--- config.mk ---
export PLATFORM = sky130hd
export DESIGN_NAME = coinc_bank
export DESIGN_NICKNAME = d
export VERILOG_FILES = /design/src/rtl/coinc_pkg.sv /design/src/rtl/coinc_edge.sv /design/src/rtl/coinc_run_ctr.sv /design/src/rtl/coinc_cnt_array.sv /design/src/rtl/coinc_bank.sv
export SDC_FILE = /design/constraint.sdc
export NUM_CORES = 2
export LEC_CHECK = 0
export BUFFER_PORTS_ARGS = -buffer_cell sky130_fd_sc_hd__buf_2
export CAP_MARGIN = 0
export CORE_MARGIN = 2
export CORE_UTILIZATION = 37
export CTS_CLUSTER_SIZE = 16
export DETAILED_ROUTE_END_ITERATION = 12
export MAX_ROUTING_LAYER = met4
export SLEW_MARGIN = 5
export SYNTH_ARGS = -nofsm -noshare
export SYNTH_HDL_FRONTEND = slang
export SYNTH_HIERARCHICAL = 1
export SYNTH_SLANG_ARGS = --single-unit
--- constraint.sdc ---
create_clock -name clk -period 4.8 [get_ports clk]
set_input_delay 0.24 -clock clk [delete_from_list [all_inputs] [get_ports clk]]
set_output_delay 0.24 -clock clk [all_outputs]
set_load 0.05 [all_outputs]
--- src/rtl/coinc_pkg.sv ---
package coinc_pkg;
  typedef enum logic [1:0] {
    OP_IDLE   = 2'd0,
    OP_CLEAR  = 2'd1,
    OP_PRESET = 2'd2,
    OP_COUNT  = 2'd3
  } op_e;
endpackage

--- src/rtl/coinc_edge.sv ---
// Flags detector lines that rose since the previous pulse edge.
module coinc_edge #(
  parameter int N_DET = 4
) (
  input  logic             clk,
  input  logic             rst_n,
  input  logic [N_DET-1:0] det_i,
  output logic [N_DET-1:0] fresh_o
);
  logic [N_DET-1:0] armed_q, armed_d;
  logic [N_DET-1:0] fresh_q, fresh_d;

  always_comb begin
    fresh_d = det_i & armed_q;
    armed_d = ~det_i;
  end

  always_ff @(posedge clk or negedge rst_n) begin
    if (!rst_n) begin
      armed_q <= '0;
      fresh_q <= '0;
    end else begin
      armed_q <= armed_d;
      fresh_q <= fresh_d;
    end
  end

  assign fresh_o = fresh_q;
endmodule

--- src/rtl/coinc_run_ctr.sv ---
// Run counter: byte-wise preset, decrement per counted pulse, running flag.
module coinc_run_ctr
  import coinc_pkg::*;
#(
  parameter int CNT_W = 40,
  localparam int NB = CNT_W / 8
) (
  input  logic             clk,
  input  logic             rst_n,
  input  op_e              op,
  input  logic [NB-1:0]    preset_stb,
  input  logic [7:0]       preset_byte,
  output logic [CNT_W-1:0] run_o,
  output logic             live_o,
  output logic             running_o
);
  logic [CNT_W-1:0] run_q, run_d;
  logic             running_q, running_d;
  logic             live;
  logic             en;

  assign live = (run_q != '0);
  assign en   = (op != OP_IDLE);

  always_comb begin
    run_d     = run_q;
    running_d = running_q;
    case (op)
      OP_CLEAR: begin
        run_d     = '0;
        running_d = 1'b0;
      end
      OP_PRESET: begin
        for (int b = 0; b < NB; b++) begin
          if (preset_stb[b]) run_d[8*b +: 8] = preset_byte;
        end
      end
      OP_COUNT: begin
        running_d = live;
        if (live) run_d = run_q - CNT_W'(1);
      end
      default: ;
    endcase
  end

  always_ff @(posedge clk or negedge rst_n) begin
    if (!rst_n) begin
      run_q     <= '0;
      running_q <= 1'b0;
    end else if (en) begin
      run_q     <= run_d;
      running_q <= running_d;
    end
  end

  assign run_o     = run_q;
  assign live_o    = live;
  assign running_o = running_q;
endmodule

--- src/rtl/coinc_cnt_array.sv ---
// One wrapping counter per coincidence pattern.
module coinc_cnt_array #(
  parameter int N_DET = 4,
  parameter int CNT_W = 40,
  localparam int NUM_CNT = 1 << N_DET
) (
  input  logic                            clk,
  input  logic                            rst_n,
  input  logic                            clr,
  input  logic                            inc,
  input  logic [N_DET-1:0]                idx,
  output logic [NUM_CNT-1:0][CNT_W-1:0]   cnt_o
);
  for (genvar i = 0; i < NUM_CNT; i++) begin : g_cnt
    logic [CNT_W-1:0] cnt_q, cnt_d;
    logic             hit, en;

    always_comb begin
      hit   = inc && (idx == N_DET'(i));
      en    = clr || hit;
      cnt_d = clr ? '0 : cnt_q + CNT_W'(1);
    end

    always_ff @(posedge clk or negedge rst_n) begin
      if (!rst_n)  cnt_q <= '0;
      else if (en) cnt_q <= cnt_d;
    end

    assign cnt_o[i] = cnt_q;
  end
endmodule

--- src/rtl/coinc_bank.sv ---
// Coincidence counter bank, top level.
module coinc_bank
  import coinc_pkg::*;
#(
  parameter int N_DET = 4,
  parameter int CNT_W = 40,
  localparam int NB      = CNT_W / 8,
  localparam int NUM_CNT = 1 << N_DET,
  localparam int IDX_W   = N_DET + 1
) (
  input  logic             clk,
  input  logic             rst_n,
  input  logic [N_DET-1:0] det_i,
  input  logic             count_en,
  input  logic             clear_all,
  input  logic [NB-1:0]    preset_stb,
  input  logic [7:0]       preset_byte,
  input  logic [IDX_W-1:0] rd_idx,
  output logic [CNT_W-1:0] rd_value,
  output logic             running
);
  op_e                          op;
  logic [N_DET-1:0]             fresh_q;
  logic [CNT_W-1:0]             run_q;
  logic                         live;
  logic                         inc;
  logic [NUM_CNT-1:0][CNT_W-1:0] cnt_q;

  always_comb begin
    if (clear_all)        op = OP_CLEAR;
    else if (|preset_stb) op = OP_PRESET;
    else if (count_en)    op = OP_COUNT;
    else                  op = OP_IDLE;
  end

  assign inc = (op == OP_COUNT) && live;

  coinc_edge #(.N_DET(N_DET)) u_edge (
    .clk     (clk),
    .rst_n   (rst_n),
    .det_i   (det_i),
    .fresh_o (fresh_q)
  );

  coinc_run_ctr #(.CNT_W(CNT_W)) u_run (
    .clk         (clk),
    .rst_n       (rst_n),
    .op          (op),
    .preset_stb  (preset_stb),
    .preset_byte (preset_byte),
    .run_o       (run_q),
    .live_o      (live),
    .running_o   (running)
  );

  coinc_cnt_array #(.N_DET(N_DET), .CNT_W(CNT_W)) u_arr (
    .clk   (clk),
    .rst_n (rst_n),
    .clr   (op == OP_CLEAR),
    .inc   (inc),
    .idx   (fresh_q),
    .cnt_o (cnt_q)
  );

  always_comb begin
    if (rd_idx < IDX_W'(NUM_CNT))       rd_value = cnt_q[rd_idx[N_DET-1:0]];
    else if (rd_idx == IDX_W'(NUM_CNT)) rd_value = run_q;
    else                                rd_value = '0;
  end
endmodule

==> results.py <==
metrics = {
    "place": {
        "io_buffers": 66,
        "dp_hpwl_mm": 101,
        "gp_congestion": 0.960,
        "dpl-instance-area_sq_um": 43800,
        "dpl.cell_count": 6143,
    },
    "grt": {
        "overflow": 0,
        "grt_max_degree": 131,
        "grt_pass1_vias": 34600,
        "gr-usage-all-layers_pct": 24.4,
        "grt_pass1_wl_mm": 215,
        "antenna_found_initial": 3,
    },
    "route": {
        "postRouteAntennaNets": 0,
        "vias": 37000,
        "drc": 0,
        "firstDrtPassIters": 6,
        "wl_per_cell_microns": 22.4,
        "vias_per_cell": 5.87,
        "first_iter_violations": 4020,
        "drt-total-wl_mm": 141,
    },
    "yosys": {
        "synth_nets": 4777,
        "synth_cell_types": 85,
        "synth_area_sq_um": 42000,
        "syn-instance-count": 4734,
        "async_reset_ff_share_pct": 100,
        "avgSynthCellArea_sq_um": 8.87,
        "yosys_warnings": 6,
        "synth-edff-count": 0,
        "synthDominantCellAreaShare_pct": 41.1,
        "yosys.area.top_type": "dfrtp_1",
        "synth_ff_type": "dfrtp_1",
        "yosys-top-cells-area": "dfrtp_1, mux2i_1, nor2_1, xor2_1, xnor2_1",
        "ys_seq_area_share_pct": 41.1,
        "ys_seq_elements": 689,
    },
    "finish": {
        "instances_no_fill": 6297,
        "num-nets-final": 4778,
        "design_area_sq_um": 46500,
        "drive_above_1_share_pct": 7.40,
        "syn2layout_area_growth_pct": 10.8,
        "fillerInstances": 11100,
    },
    "worst_setup_path": {
        "path_max_fanout": 15,
        "cp-start-kind": "flip-flop",
        "max_stage_delay_ns": 0.59,
        "end_kind": "flip-flop",
        "required_ns": 5.37,
        "critical-path-slowest-cell": "or4_1",
        "path_cells": "inv_1, ha_1, nor4b_4, nand4b_1, nor4_4, nand4b_1, nor3b_2, buf_4, or3b_1, nor4_2, nand3_1, or4_1, a21oi_1",
        "crit_top_cell": "nand4b_1",
        "crit_family": "simple AND/OR/NAND/NOR gates",
        "worstSetupPathType": "reg -> reg",
        "arrival_ns": 4.62,
        "worst-path-buf-inv": 2,
        "r2r-start": "u_run/run_o[0]",
        "crit_start": "u_run/run_o[0]",
    },
    "power": {
        "finalPower_w": 0.0132,
        "leakage_nw": 18.4,
        "ir_worst_vdd_mv": 0.254,
        "powerDensity_nw_per_um2": 284,
    },
    "timing": {
        "slew_viol_final": 0,
        "fmax_mhz": 247,
        "whs_ns": 0.0967,
        "period_share_pct": 84.5,
        "final_hold_viol_count": 0,
        "rsz0062_at_grt": "false",
        "slew_headroom_pct": 18.8,
        "timing.setup.tns_ns": 0,
        "worst_pin_slew_ns": 1.21,
        "setup_viol": 0,
        "skew_ns": 0.0385,
        "period_needed_ns": 4.06,
    },
    "floorplan": {
        "rows": 123,
        "start_util_pct": 37.3,
        "die-area_sq_um": 116000,
        "core_area_sq_um": 112000,
        "io_pins": 67,
        "die_y_microns": 341,
        "die_x_microns": 341,
    },
    "run": {
        "maxCapViolCount": 0,
    },
    "clock_tree": {
        "clk_pin_slew_ns": 0.06,
        "cts-root-buf": "clkbuf_16",
        "ctsResizeCount": 0,
        "cts_tree": "done",
        "h-tree-depth": 3,
        "clk_latency_ns": 0.66,
        "cts_buffers": 80,
        "cts_sinks": 689,
        "ctsLongestPathBuffers": 3,
    },
    "min_path": {
        "holdCritPathClass": "in -> reg",
        "min-delay-start": "preset_byte[5]",
    },
    "run_status": {
        "status": "completed",
    },
}
state kept, by name, summed over array words and instances, names as in the netlist:
name,cells
u_run/running_o,1
u_arr/g_cnt.cnt_q,640
u_run/run_o,40
u_edge/fresh_o,4
u_edge/armed_q,4
routing by layer:
layer	wire, microns	track usage, %
met3	8770	3.44
met1	61400	33.0
met4	7890	12.2
met2	63100	35.9
met5	0	-
what timing repair did:
action | CTS | global route
hold buffers | 10 | 0
hold endpoints to repair | 101 | 0
buffers inserted | 0 | 0
logic make-up (layout without fill, tap and decap cells):
logic type / count (synthesis) / after routing / synth area share (%)
AND/OR/NAND/NOR: 2220 / 2220 / 27.8
AO/OA/AOI/OAI: 706 / 706 / 9.86
flip-flops: 689 / 689 / 41.1
XOR/XNOR: 435 / 435 / 9.07
buffers and inverters: 341 / 402 / 3.93
multiplexers: 326 / 326 / 7.78
adder cells (fa/ha/maj): 17 / 17 / 0.506
other: 0 / 2 / 0
cell type report:
class,instances,area (sq um),share of cell area [%]
clock buffers,122,2410,5.19
multi-input cells,3704,23100,49.8
clock inverters,20,194,0.417
repair buffers,171,1300,2.79
well taps,1500,1880,4.04
diodes,2,5.00,0.0108
inverters,89,334,0.718
flip-flops and latches,689,17200,37.1
layout by cell type, fill, tap and decap left out, types with 19 or more instances in the layout:
cell / count
and3_1: 75
nand4_1: 234
a21oi_1: 284
dfrtp_1: 689
clkbuf_16: 82
xnor2_1: 215
nand2_1: 372
nor3_1: 109
or3_1: 129
o21ai_0: 190
clkbuf_8: 21
inv_1: 89
and4_1: 68
buf_2: 63
mux2i_1: 321
a22oi_1: 103
buf_4: 85
or4_1: 65
nor4_1: 116
clkbuf_1: 19
nand3_1: 335
nor2_1: 549
and2_1: 45
xor2_1: 220
o31ai_1: 53
per-stage QoR:
| stage | setup slack, ns | utilization, % |
|---|---|---|
| finish | 0.744 | 41.3 |
| global route | 0.588 | 41.3 |
| CTS | 0.835 | 41.3 |
| detailed placement | 0.827 | 38.9 |
| global placement | 0.931 | 38.9 |
| floorplan | 1.31 | - |
synthesized netlist by cell type, types with 12 or more instances:
cell type	number
buf_2	32
ha_1	17
and3_1	75
nor2_1	549
nor4_2	12
xor2_1	220
buf_4	16
xnor2_1	215
and2_1	46
buf_1	19
nor2b_1	13
nor4_1	119
nand3_1	335
mux2i_1	321
clkbuf_1	161
a22oi_1	103
a21oi_1	284
nor3_1	109
o31ai_1	53
or4_1	65
inv_1	89
nand4_1	234
dfrtp_1	689
or3_1	129
o21ai_0	190
nand2_1	372
and4_1	68
final timing paths:
check,to,slack [ns],cells after the start
min in group asynchronous,u_run/run_o[29],0.19,2
hold reg to reg,u_edge/fresh_o[3],0.45,1
setup reg to reg,u_arr/g_cnt[1].cnt_q[39],0.74,13
hold / removal,u_run/run_o[21],0.1,4
setup / recovery,u_arr/g_cnt[1].cnt_q[39],0.74,13
max in group asynchronous,u_arr/g_cnt[13].cnt_q[11],3.23,3
worst register-to-register path: cells and delay by family, from the launching register on:
family | cells | cell delay (ns)
simple gates | 9 | 2.77
buf+inv | 2 | 0.41
flops | 1 | 0.40
fa+ha+maj | 1 | 0.26
compound gates | 1 | 0.15
power breakdown:
group | internal (W) | total (W) | switching (W)
Clock | 0.00357 | 0.00619 | 0.00262
Combinational | 0.000277 | 0.00109 | 0.000813
Sequential | 0.00585 | 0.00591 | 0.0000672
Total | 0.00970 | 0.0132 | 0.00350
Note: power is estimated with default switching activity, not from simulation.
